File: config.mk
export PLATFORM = sky130hd
export DESIGN_NAME = irda_sir_codec
export DESIGN_NICKNAME = d
export VERILOG_FILES = /design/src/rtl/irda_sir_codec.sv
export SDC_FILE = /design/constraint.sdc
export NUM_CORES = 1
export LEC_CHECK = 0
export BUFFER_PORTS_ARGS = -buffer_cell sky130_fd_sc_hd__buf_4
export CAP_MARGIN = 20
export CORE_MARGIN = 1
export CORE_UTILIZATION = 42
export DETAILED_ROUTE_END_ITERATION = 10
export HOLD_SLACK_MARGIN = 0.08
export SETUP_SLACK_MARGIN = 0.3
export SLEW_MARGIN = 20
export SYNTH_ARGS = -nofsm -noshare
export SYNTH_HDL_FRONTEND = slang
export SYNTH_SLANG_ARGS = --single-unit
export TNS_END_PERCENT = 20
File: constraint.sdc
create_clock -name clk -period 1.4 [get_ports clk]
set_input_delay 0.07 -clock clk [delete_from_list [all_inputs] [get_ports clk]]
set_output_delay 0.07 -clock clk [all_outputs]
set_load 0.05 [all_outputs]
File: src/rtl/irda_sir_codec.sv
module irda_sir_codec #(
  parameter int CELL        = 16,
  parameter int PULSE_START = 7,
  parameter int PULSE_LEN   = 3,
  parameter int MONO_LEN    = 6
) (
  input  logic clk,
  input  logic rst_n,
  input  logic baud_tick,
  input  logic use_baud_tick,
  input  logic mono_en,
  input  logic txd,
  output logic ir_tx,
  input  logic ir_rx,
  output logic rxd
);
  localparam int CW = $clog2(CELL);
  localparam logic [CW-1:0] LAST  = CW'(CELL - 1);
  localparam logic [CW-1:0] P_LO  = CW'(PULSE_START);
  localparam logic [CW-1:0] P_HI  = CW'(PULSE_START + PULSE_LEN - 1);
  localparam logic [CW-1:0] M_END = CW'(MONO_LEN - 1);

  logic step;
  logic mono_sel;
  assign step     = use_baud_tick ? baud_tick : 1'b1;
  assign mono_sel = mono_en & ~use_baud_tick;

  logic          txd_q, tbusy, mono_q;
  logic [CW-1:0] tcnt;

  always_ff @(posedge clk) begin
    if (!rst_n) begin
      txd_q  <= 1'b1;
      tbusy  <= 1'b0;
      mono_q <= 1'b0;
      tcnt   <= '0;
    end else if (step) begin
      txd_q <= txd;
      if (!tbusy) begin
        if (txd_q && !txd) begin
          tbusy  <= 1'b1;
          tcnt   <= '0;
          mono_q <= mono_sel;
        end
      end else if (mono_q) begin
        if (tcnt == M_END) tbusy <= 1'b0;
        else               tcnt  <= tcnt + 1'b1;
      end else if (tcnt == LAST) begin
        tcnt  <= '0;
        tbusy <= ~txd;
      end else begin
        tcnt <= tcnt + 1'b1;
      end
    end
  end

  assign ir_tx = tbusy & (mono_q | (tcnt >= P_LO && tcnt <= P_HI));

  logic          rx_s1, rx_s2, rx_s3, rbusy, rx_rise;
  logic [CW-1:0] rcnt;
  assign rx_rise = rx_s2 & ~rx_s3;

  always_ff @(posedge clk) begin
    if (!rst_n) begin
      {rx_s1, rx_s2, rx_s3} <= 3'b000;
      rbusy <= 1'b0;
      rcnt  <= '0;
    end else begin
      {rx_s1, rx_s2, rx_s3} <= {ir_rx, rx_s1, rx_s2};
      if (rx_rise) begin
        rbusy <= 1'b1;
        rcnt  <= '0;
      end else if (step && rbusy) begin
        if (rcnt == LAST) rbusy <= 1'b0;
        else              rcnt  <= rcnt + 1'b1;
      end
    end
  end

  assign rxd = ~rbusy;

  a_r7_mono_no_retrigger: assert property (@(posedge clk) disable iff (!rst_n)
    (tbusy && mono_q && step && tcnt != M_END) |=> (tbusy && tcnt == $past(tcnt) + 1'b1));

  a_r8_mono_needs_crystal: assert property (@(posedge clk) disable iff (!rst_n)
    ($rose(tbusy) && mono_q) |-> !$past(use_baud_tick));

  a_r9_rx_edge_to_low: assert property (@(posedge clk) disable iff (!rst_n)
    $rose(rx_s2) |=> !rxd);

  a_r12_rx_hold_min: assert property (@(posedge clk) disable iff (!rst_n)
    $fell(rxd) |=> !rxd);
endmodule

# After elaboration in Yosys (flattened, before gate mapping)

Index checks and enable logic that the tools add are counted.

Flip-flop bits (word level): 15
Bits in latches: 0
Bits in writable memories: 0
Memory bits (read-only): 0
Input port bits: 7
Word-level logic and storage cells: 54
Memories: 0

Add/sub/neg operators: 2
Multiply operators: 0
Divide/modulo/power cells: 0
Magnitude comparators: 2
Equal/unequal tests: 4
Shifts and indexed selects: 0
Mux-type cells: 14
Bitwise logic cells: 11
Reduce and logical (&&, ||, !) cells: 12

Operators with widths:

| kind                                                 | count |
|---|---|
| two-way mux 4 bit                                    | 5 |
| two-way mux 1 bit                                    | 9 |
| adder 4 x 1 -> 4 bit (second input constant)         | 2 |
| equality test 4 bit (second input constant)          | 2 |
| inverter 1 bit                                       | 7 |
| AND reduction 3 bit                                  | 2 |
| nonzero test 2 bit                                   | 3 |
| equality test 4 x 3 -> 1 bit (second input constant) | 1 |
| >= comparator 4 x 3 -> 1 bit (second input constant) | 1 |
| <= comparator 4 bit (second input constant)          | 1 |
| AND reduction 2 bit                                  | 2 |
| bitwise AND 1 bit                                    | 3 |
| logical AND 1 bit                                    | 3 |
| != test 3 bit (second input constant)                | 1 |
| OR reduction 2 bit                                   | 1 |
| logical NOT 1 bit                                    | 1 |
| bitwise OR 1 bit                                     | 1 |

# Logic depth before layout (Yosys ltp)

Gate-level depths: netlist of the first run.

Depth after elaboration: 4
Mapped depth: 6

# Least setup slack after synthesis of the first run

OpenSTA, ideal clock, no wires.

Path kind: register to register
Start: reg rcnt[0]
End: reg rcnt[3]
Setup time: 0.070 ns
Data arrival time: 1.223 ns
Data required time: 1.330 ns
Path slack: 0.107 ns
Cell stages (with the launch flop): 6
Buffers on the path: 0
Clock period less this slack: 1.293 ns
Cell sequence: dfxtp_1 -> ha_1 -> nand3_1 -> nand3_4 -> or3_1 -> a21oi_1

Longest elaborated chain between the ends: 3
Elaborated cells between the ends (all ways): 4
Those cells by class: 1 x add/sub; 1 x eq/ne; 1 x bitwise; 1 x reduce/logical

Ends and longest elaborated chain:

| element                                                                      | line | source |
|---|---|---|
| from (decl)                                                                  | 60   | `logic [CW-1:0] rcnt;` |
| from (signal assigned)                                                       | 75   | `else rcnt <= rcnt + 1'b1;` |
| parallel branches: the longest is 3 deep, another holds adder 4 x 1 -> 4 bit | -    |  |

Parallel ways; which one is timed is not known.
A chain may end at the register's enable or synchronous reset.

# Worst setup path after layout of the first run

Start: reg tcnt[1]
End: out ir_tx

Longest elaborated chain between the ends: 4
Elaborated cells between the ends (all ways): 5
Those cells by class: 2 x order compare; 2 x bitwise; 1 x reduce/logical

Ends and longest elaborated chain:

| element                                                             | line | source |
|---|---|---|
| from (decl)                                                         | 29   | `logic [CW-1:0] tcnt;` |
| from (signal assigned)                                              | 47   | `else tcnt <= tcnt + 1'b1;` |
| from (signal assigned)                                              | 52   | `tcnt <= tcnt + 1'b1;` |
| >= comparator 4 x 3 -> 1 bit or <= comparator 4 bit (tied branches) | 57   | `assign ir_tx = tbusy & (mono_q \| (tcnt >= P_LO && tcnt <= P_HI));` |
| logical AND 1 bit (*)                                               | 57   |  |
| bitwise OR 1 bit (*)                                                | 57   |  |
| bitwise AND 1 bit (*)                                               | 57   |  |
| to (decl)                                                           | 13   | `output logic ir_tx,` |

Every way passes the cells marked *; elsewhere a longest branch is shown, timed or not.

==> impl_metrics.tcl, run 1 <==
set metrics [dict create \
    synthTopCellsByArea "dfxtp_1 41%, ha_1 6.8%, a21oi_1 4.1%" \
    violations "setup timing" \
    path_class "reg -> out" \
    ys_seq_area_frac 0.4068 \
    clock_power_share 0.302 \
    antenna_found_initial 0 \
    cts-htree-levels 1 \
    drt-wirelength-per-cell_um 13.98 \
    core_area_um2 1577 \
    power_density_nw_per_um2 775.7 \
    hold_viol 0 \
    p_sw_frac 0.2626 \
    reg2regPathDepth 6 \
    cts_tree "yes" \
    yosysTopAreaCell "dfxtp_1" \
    first_iter_violations 7 \
    power.switching_uw 217.1 \
    grtUsageMet1 0.2595 \
    vias 668 \
    r2r-start "tcnt[1]" \
    ys_warn_count 0 \
    min_to "tbusy" \
    synthesis.area_um2 738.2 \
    required_ps 1330 \
    max_cap_violations 0 \
    die_width_um 43.93 \
    clock-sinks 15 \
    place_ws_ps 140.1 \
    synth_common_cells "15 x dfxtp_1, 6 x a21oi_1, 6 x inv_1, 6 x nor2_1" \
    synth-xor-area-share 0.01186 \
    period_share 1.075 \
    seqPwrFrac 0.546 \
    syn_area_per_cell_um2 8.788 \
    peakVddDrop_v 0.0005824 \
    grt-ovfl-total 0 \
    routed_wl_um 1678 \
    layout_min_cycle_time_ps 1505 \
    ys_seq_elements 15 \
    num_antenna_cells 0 \
    drtAntennaViolNets 0 \
    status "finished, violations left" \
    synthMuxAreaShare 0.02881 \
    synth_compound_area_frac 0.1898 \
    synthCells 84 \
    synth_ff_type "dfxtp_1" \
    grt_most_used_layer "met2" \
    place.gp.congestion 0.8141 \
    fin_nets 116 \
    timing.fmax_mhz 664.3 \
    relSlewSlack 0.6977 \
    dpl.cell_count 107 \
    path_max_fanout 3 \
    finalMaxSlewViolations 0 \
    drc 0 \
    root_buffer "clkbuf_4" \
    synth_edf_count 0 \
    ys_types 33 \
    setup_viol_count_final 1 \
    syn_nets 95 \
    p_int_uw 609.7 \
    avgViaCountPerCell 5.567 \
    grt_pass1_vias 610 \
    dp_hpwl_um 1032 \
    portBuffers 8 \
    crit_path_end_kind "primary output" \
    synth_adder_area_share 0.06780 \
    hp-start "rst_n" \
    die_h_um 43.93 \
    crit_arrival_ps 1440 \
    met3_usage 0.03750 \
    yosys.area_share.simple 0.2441 \
    postLayoutCoreUtil 0.6762 \
    grt_pass1_wl_um 2766 \
    rows 14 \
    cts_buffers 3 \
    area_growth_pct 44.41 \
    synth_most_common_cell "dfxtp_1" \
    layout-drive-gt1-share 0.4038 \
    startpoint_type "flop" \
    grt_max_degree 9 \
    clock_path_buffers 2 \
    r2r_end "tcnt[2]" \
    setup_ws_ps -105.4 \
    worstMarginPinSlew_ps 451.9 \
    hold_depth 3 \
    synth_top_family_by_area "simple AND/OR/NAND/NOR gates" \
    hold_class "in -> reg" \
    initial_utilization 0.4683 \
    clk_pin_slew_ps 90 \
    grt.met2_usage 0.3194 \
    r2r_setup_slack_ps 100 \
    synth_top_area_frac 0.4068 \
    detailedRoute.firstPassIterationCount 4 \
    fin_cells 120 \
    tns_ps -105.4 \
    grt_setup_unrepaired "true" \
    async_reset_ff_frac 0 \
    combPwrFrac 0.152 \
    ios 9 \
    gr-usage-all-layers 0.2021 \
    insertion_delay_ps 290 \
    die-area_um2 1929 \
    leakagePower_nw 0.3818 \
    skew_ps 8.023 \
]
sequential cells by signal, indices dropped and copies added, names as in the netlist:
signal  cells
mono_q      1
rbusy       1
rcnt        4
rx_s1       1
rx_s2       1
rx_s3       1
tbusy       1
tcnt        4
txd_q       1
logic make-up after synthesis:
family / Yosys count
simple gates: 31
compound gates: 23
flops: 15
buf+inv: 8
fa+ha+maj: 4
mux: 2
xor+xnor: 1
layer usage:
layer,wire length [um],vias up
met5,0,-
met4,44,0
met3,51,5
met2,874,15
met1,709,309
li1,-,339
how the worst max path moves through the flow:
stage / endpoint / cells after the start / start / slack [ps]
2_1_floorplan: rcnt[3] / 5 / rcnt[0] / 270
5_1_grt: ir_tx / 6 / tcnt[1] / -170
6_report: ir_tx / 6 / tcnt[1] / -110
3_3_place_gp: ir_tx / 6 / tcnt[0] / 160
3_5_place_dp: tcnt[3] / 6 / tcnt[1] / 140
4_1_cts: ir_tx / 6 / tcnt[0] / -120
metrics by stage:
step / power, mW / hold slack (ps) / cell area, um^2
after detailed placement: 0.5592 / 283.3 / 864.6
after global routing: 0.8859 / 102.5 / 1066
after floorplan: 0.5286 / 197.3 / 792.0
final: 0.8269 / 106.1 / 1066
after CTS: 0.8371 / 99.85 / 1028
after global placement: 0.5574 / 281.0 / 864.6
cell type report:
cell class	count	area (um^2)
repair buffers	18	160.2
fillers	136	510.5
multi-input cells	61	513.0
clock buffers	4	26.28
inverters	6	27.53
flip-flops and latches	15	319.1
well taps	16	20.02
worst max-delay path, stage by stage (launching register included):
cell     delay, ps
dfxtp_2        370
inv_4           60
ha_4           160
o21ai_2        140
a21oi_2         60
o21a_2         210
buf_8          150
power groups by stage:
stage	logic (mW)	registers [mW]	clock network (mW)
global placement	0.0952	0.462	0
floorplan	0.0690	0.460	0
finish	0.126	0.451	0.250
CTS	0.118	0.451	0.268
global route	0.139	0.454	0.294
detailed placement	0.0965	0.463	0
placed cells by master (no fill, tap or decap), drive strengths merged, types with 5 or more instances in the layout:
master / instances
nor2: 6
buf: 11
dlygate4sd3: 7
nand2: 5
dfxtp: 15
o21ai: 6
inv: 6
a21oi: 6
timing repair:
| item | CTS | global route |
|---|---|---|
| buffers inserted | 1 | 1 |
| hold buffers | 7 | 0 |
| gates resized for setup | 14 | 9 |
| setup endpoints to repair | 8 | 11 |
| pin swaps | 14 | 16 |
| hold endpoints to repair | 5 | 0 |
Power figures use the tool's default switching activity.
==> run 2, diff against run 1 <==
Settings changed: PLACE_DENSITY_LB_ADDON set to 0.08.
==> run 2 against run 1 <==
Against the previous run:
- the run still ends with setup timing left
- routed wire length decreased by 3.5%
- global-route usage decreased by 1.1 points
- critical path depth unchanged
- register-to-register slack about the same
- hold slack got worse by 17 ps
- power decreased by 0.82%
- combinational power about the same
- sequential cell count unchanged
- clock-buffer cell count decreased by 1
- sequential share of layout area decreased by 0.20 points
- critical path type unchanged
- largest power group unchanged
==> impl_metrics.tcl, run 2 (synthesis results as in run 1) <==
set metrics [dict create \
    nFillCells 120 \
    fin_cells 120 \
    skew_ps 9.856 \
    gr-usage-all-layers 0.1913 \
    grt_setup_unrepaired "true" \
    crit_arrival_ps 1440 \
    fin_nets 116 \
    timing.fmax_mhz 662.2 \
    dpl.cell_count 107 \
    root_buffer "clkbuf_4" \
    core_area_um2 1577 \
    ios 9 \
    clk_pin_slew_ps 90 \
    cts_buffers 3 \
    path_max_fanout 3 \
    grt_pass1_vias 622 \
    insertion_delay_ps 290 \
    drc 0 \
    num_antenna_cells 0 \
    path_class "reg -> out" \
    area_growth_pct 44.24 \
    vias 704 \
    cts_tree "yes" \
    top_regs "rcnt x4, tcnt x4" \
    status "finished, violations left" \
    detailedRoute.firstPassIterationCount 4 \
    cts-htree-levels 1 \
    final_cell_mix "11 x buf_4, 8 x dfxtp_1, 6 x nor2_1, 6 x dlygate4sd3_1, 5 x a21oi_2" \
    rows 14 \
    leakagePower_nw 0.3852 \
    avgViaCountPerCell 5.867 \
    die_width_um 43.93 \
    layout-drive-gt1-share 0.4519 \
    dp_hpwl_um 1044 \
    place_ws_ps 121.8 \
    initial_utilization 0.4683 \
    postLayoutCoreUtil 0.6754 \
    die_h_um 43.93 \
    crit_path_end_kind "primary output" \
    grt_max_degree 11 \
    period_share 1.079 \
    max_cap_violations 0 \
    portBuffers 8 \
    peakVddDrop_v 0.0006614 \
    first_iter_violations 32 \
    drt-wirelength-per-cell_um 13.50 \
    startpoint_type "flop" \
    clock-sinks 15 \
    grt_pass1_wl_um 2663 \
    place.gp.congestion 0.7624 \
    hold_class "in -> reg" \
    power_density_nw_per_um2 770.2 \
    grt-ovfl-total 0 \
    layout.cells.most_common "buf_4" \
    drtAntennaViolNets 0 \
    relSlewSlack 0.6785 \
    setup_viol_count_final 1 \
    worstMarginPinSlew_ps 480.5 \
    hold_viol 0 \
    clock_path_buffers 2 \
    antenna_found_initial 0 \
    violations "setup timing" \
    finalMaxSlewViolations 0 \
    routed_wl_um 1620 \
    required_ps 1330 \
    setup_ws_ps -110.1 \
    die-area_um2 1929 \
    layout_min_cycle_time_ps 1510 \
    tns_ps -110.1 \
]
run 2: timing repair:
action | in CTS | in global routing
gates resized for setup | 14 | 10
endpoints found under the hold margin | 5 | 0
hold buffers | 6 | 0
pin swaps | 14 | 18
setup buffers | 1 | 2
endpoints found under the setup margin | 8 | 11
run 2: layout make-up:
cell class,instances,area (um^2),area share
flip-flops and latches,15,316.6,0.2973
repair buffers,18,157.7,0.1481
well taps,16,20.02,0.01880
inverters,6,27.53,0.02585
multi-input cells,61,515.5,0.4841
clock buffers,3,22.52,0.02115
clock inverters,1,5.005,0.004700
run 2: critical path: stages, from the launching register on:
cell	delay, ps
dfxtp_4	400
inv_4	50
ha_4	150
o21ai_2	130
a21oi_1	70
o21a_2	210
buf_8	150
run 2: final timing paths:
| check | slack [ps] | start | depth (start not counted) | end |
|---|---|---|---|---|
| setup reg to reg | 110 | tcnt[0] | 5 | tcnt[3] |
| setup / recovery | -110 | tcnt[0] | 6 | ir_tx |
| hold / removal | 90 | rst_n | 2 | mono_q |
| hold reg to reg | 440 | rx_s1 | 1 | rx_s2 |
run 2: metrics by stage:
step                instance area, um^2  hold WS, ps  power [mW]
floorplan                         792.0        197.3      0.5286
global placement                  864.6        281.1      0.5596
detailed placement                864.6        284.1      0.5599
CTS                                1016        86.71      0.8178
global route                       1065        88.04      0.8556
finish                             1065        89.48      0.8201
run 2: metal layers:
layer	up-vias	global-route usage	share of wire
li1	344	-	-
met1	336	0.2404	0.42
met2	20	0.3045	0.50
met3	4	0.06250	0.047
met4	0	0.07273	0.023
met5	-	0	0
run 2: power by group:
part | leakage (nW) | total (mW) | internal, mW | switching, mW
sequential | 0.125 | 0.451 | 0.437 | 0.0146
clock | 0.0177 | 0.242 | 0.106 | 0.136
combinational | 0.242 | 0.127 | 0.0652 | 0.0619
total | 0.385 | 0.820 | 0.608 | 0.212
